[src/rtl/snc_pkg.sv]
package snc_pkg;

  typedef enum logic [1:0] {
    FMT_SM  = 2'b00,
    FMT_OC  = 2'b01,
    FMT_TC  = 2'b10,
    FMT_RSV = 2'b11
  } fmt_e;

endpackage

[src/rtl/snc_decode.sv]
module snc_decode
  import snc_pkg::*;
#(
  parameter int W = 4
) (
  input  logic [W-1:0] code,
  input  fmt_e         fmt,
  output logic         sign,
  output logic [W-1:0] mag,
  output logic         neg_zero
);

  localparam logic [W-1:0] ONE = W'(1);

  function automatic logic [W-1:0] tc_abs(input logic [W-1:0] c);
    return c[W-1] ? ((~c) + ONE) : c;
  endfunction

  function automatic logic [W-1:0] oc_abs(input logic [W-1:0] c);
    return c[W-1] ? {1'b0, ~c[W-2:0]} : {1'b0, c[W-2:0]};
  endfunction

  always_comb begin
    sign = code[W-1];
    unique case (fmt)
      FMT_SM:  mag = {1'b0, code[W-2:0]};
      FMT_OC:  mag = oc_abs(code);
      FMT_TC:  mag = tc_abs(code);
      default: begin
        sign = 1'b0;
        mag  = '0;
      end
    endcase
    neg_zero = sign && (mag == '0);
  end

endmodule

[src/rtl/snc_encode.sv]
module snc_encode
  import snc_pkg::*;
#(
  parameter int W = 4
) (
  input  logic         sign,
  input  logic [W-1:0] mag,
  input  fmt_e         fmt,
  output logic [W-1:0] code,
  output logic         unrep
);

  localparam logic [W-1:0] ONE = W'(1);

  function automatic logic [W-1:0] to_tc(input logic s, input logic [W-1:0] m);
    return s ? ((~m) + ONE) : m;
  endfunction

  function automatic logic [W-1:0] to_oc(input logic s, input logic [W-2:0] m);
    return s ? ~{1'b0, m} : {1'b0, m};
  endfunction

  logic over_range;

  always_comb begin
    over_range = mag[W-1];
    unrep      = 1'b0;
    unique case (fmt)
      FMT_SM: begin
        unrep = over_range;
        code  = over_range ? '0 : {sign, mag[W-2:0]};
      end
      FMT_OC: begin
        unrep = over_range;
        code  = over_range ? '0 : to_oc(sign, mag[W-2:0]);
      end
      FMT_TC:  code = to_tc(sign, mag);
      default: code = '0;
    endcase
  end

endmodule

[src/rtl/signed_fmt_conv.sv]
module signed_fmt_conv
  import snc_pkg::*;
#(
  parameter int W = 4
) (
  input  logic [W-1:0] data_in,
  input  logic [1:0]   in_fmt,
  input  logic [1:0]   out_fmt,
  output logic [W-1:0] data_out,
  output logic         unrep_flag
);

  fmt_e         src_fmt;
  fmt_e         dst_fmt;
  logic         dec_sign;
  logic [W-1:0] dec_mag;
  logic         dec_neg_zero;
  logic [W-1:0] enc_code;
  logic         enc_unrep;
  logic         bypass;

  assign src_fmt = fmt_e'(in_fmt);
  assign dst_fmt = fmt_e'(out_fmt);

  snc_decode #(.W(W)) u_dec (
    .code     (data_in),
    .fmt      (src_fmt),
    .sign     (dec_sign),
    .mag      (dec_mag),
    .neg_zero (dec_neg_zero)
  );

  snc_encode #(.W(W)) u_enc (
    .sign  (dec_sign),
    .mag   (dec_mag),
    .fmt   (dst_fmt),
    .code  (enc_code),
    .unrep (enc_unrep)
  );

  assign bypass     = (src_fmt == dst_fmt) || (src_fmt == FMT_RSV) || (dst_fmt == FMT_RSV);
  assign data_out   = bypass ? data_in : enc_code;
  assign unrep_flag = !bypass && enc_unrep;

endmodule

[config.mk]
export PLATFORM = sky130hd
export DESIGN_NAME = signed_fmt_conv
export DESIGN_NICKNAME = d
export VERILOG_FILES = /design/src/rtl/snc_pkg.sv /design/src/rtl/snc_decode.sv /design/src/rtl/snc_encode.sv /design/src/rtl/signed_fmt_conv.sv
export SDC_FILE = /design/constraint.sdc
export NUM_CORES = 1
export LEC_CHECK = 0
export BUFFER_PORTS_ARGS = -buffer_cell sky130_fd_sc_hd__buf_2
export CORE_AREA = 4 4 41 43
export DETAILED_ROUTE_END_ITERATION = 6
export DIE_AREA = 0 0 45 47
export PLACE_DENSITY_LB_ADDON = 0.25
export RECOVER_POWER = 100
export SLEW_MARGIN = 20
export SYNTH_ARGS = -nofsm -noshare
export SYNTH_HDL_FRONTEND = slang
export SYNTH_SLANG_ARGS = --single-unit
[constraint.sdc]
create_clock -name vclk -period 1.98
set_input_delay 0 -clock vclk [all_inputs]
set_output_delay 0 -clock vclk [all_outputs]
set_load 0.05 [all_outputs]
==> run summary <==
run status: completed
Synth Cell Area: 402.9 um2
Port Buffer Count: 13
P per Cell Area: 321.4 nW/um2
Core Box Area: 1301 um2
Worst VDD drop: 0.0001205 V
ANT cells: 0
Yosys top cell by area: buf_6
die width: 45 um
Total GRT Usage: 10.15%
row cnt: 13
post-synthesis sequential area ratio: 0%
via count: 476
final clock period utilization by the worst path: 91.09%
vias in the first global route: 426
Initial Util: 30.96%
MaxCap Viol Count: 0
die area: 2115 um2
# IOs: 13
Post-Synthesis Cells: 59
largest net degree at the start of global routing: 12
seq_cells: 0
layout cells sized above 1: 32.43%
Yosys cell types: 30
Syn Nets: 69
Clock buffer cells: 0
Synth area leaders: buf_6 8.4%, ha_1 6.2%, nor2b_1 6.2%
crit start category: input pin
count of final setup violators: 0
initial antenna violation count: 0
first-pass GRT wire length: 1745 um
RSZ-0062 raised after global routing: no
postcts setup bufs: 0
post-route ant nets: 0
Synth Warn #: 0
drt first pass iters: 4
Static Leakage: 0.2206 nW
RD Place Congestion: 0.7918
Die Span Y: 47 um
half-perimeter wire length after placement: 852.3 um
clock period minus worst slack: 1.804 ns
maximum clock frequency: 0.5544 GHz
nets: 86
CP Data Arrival Time: 1.80 ns
Final TNS setup: 0 ns
Filler Cell Count: 156
Post-Route WL: 1025 um
Mean Syn Cell Area: 6.829 um2
Synth top cells by count: 6 x nand2_1, 5 x inv_1, 5 x o21ai_0
worst slew pin tran: 0.5910 ns
DR WL/cell: 11.52 um
FF/Latch Area: 0 um2
slew margin rel.: 60.31%
Final Core Density: 37.69%
vias per inst: 5.348
critical path type: in -> out
Required @ worst endpoint: 1.98 ns
final hold viol count: 0
Worst Path Max Fanout: 6
max-slew violation count: 0
CP Capture Type: primary output
GR Overflow Total: 0
Hold WC Path Type: in -> out
multi-input combinational cell area: 334.1 um2
Area growth, synth to finish: 21.74%
most common cell in the netlist: nand2_1
DRC errors left: 0
initial DRC count: 6
Synth top area share: 8.385%
stage by stage:
step	std cells	setup slack [ns]	power [W]	cell area (um2)	hold slack [ns]
6_report	89	0.1764	0.0001576	490.5	0.4210
5_1_grt	89	0.02069	0.0001726	490.5	0.4726
4_1_cts	89	0.08336	0.0001570	490.5	0.4421
3_5_place_dp	89	0.08414	0.0001562	490.5	0.4421
3_3_place_gp	89	0.09401	0.0001561	490.5	0.4407
2_1_floorplan	59	0.04934	0.0001176	402.9	0.2893
cell families (layout without fill, tap and decap cells):
kind of cell,after synthesis,after routing,synth area share [%]
and+or+nand+nor,24,24,34.78
AOI/OAI and AO/OA,21,21,37.89
buffers and inverters,10,25,16.77
adders and majority gates,2,2,6.210
xor gates and xnor gates,2,2,4.349
routing by layer:
metal / global-route usage (%) / wire length, um
met1: 14.83 / 518
met3: 0 / 32
met2: 17.80 / 474
met4: 0 / 0
met5: 0 / 0
cells in the final DEF, fill, tap and decap left out, types with 2 or more instances in the layout:
cell,n
buf_4,8
nand2_1,6
nor3b_1,2
nand3_1,2
nor2b_1,4
ha_1,2
a22oi_1,3
clkbuf_2,3
inv_1,5
nor2_1,3
o21ai_0,5
nand3b_1,2
a21oi_1,2
buf_2,8
final timing paths:
check | cells past startpoint | slack (ns) | endpoint | from
max | 10 | 0.18 | data_out[2] | data_in[3]
min | 4 | 0.42 | data_out[2] | data_in[2]
critical path, cell delays in order:
cell	delay, ns
buf_2	0.13
a21o_1	0.17
a22oi_1	0.14
o21ai_1	0.11
ha_1	0.24
nor3b_2	0.17
a21oi_1	0.05
or4b_1	0.50
nand3_1	0.10
buf_4	0.19
cell type report:
class	instances	area share [%]
Inverter	5	3.827
Timing Repair Buffer	20	24.23
Tap cell	15	3.827
Multi-Input combinational cell	49	68.11
report_power, final:
| part | switching, W | internal, W | total (W) |
|---|---|---|---|
| registers | 0 | 0 | 0 |
| logic | 0.0000984 | 0.0000592 | 0.000158 |
| clock network | 0 | 0 | 0 |
what timing repair did:
item                                    4_1_cts  5_1_grt
hold buffers                                  0        0
endpoints found under the setup margin        0        1
gates resized for setup                       0        3
Note: power is estimated with default switching activity, not from simulation.
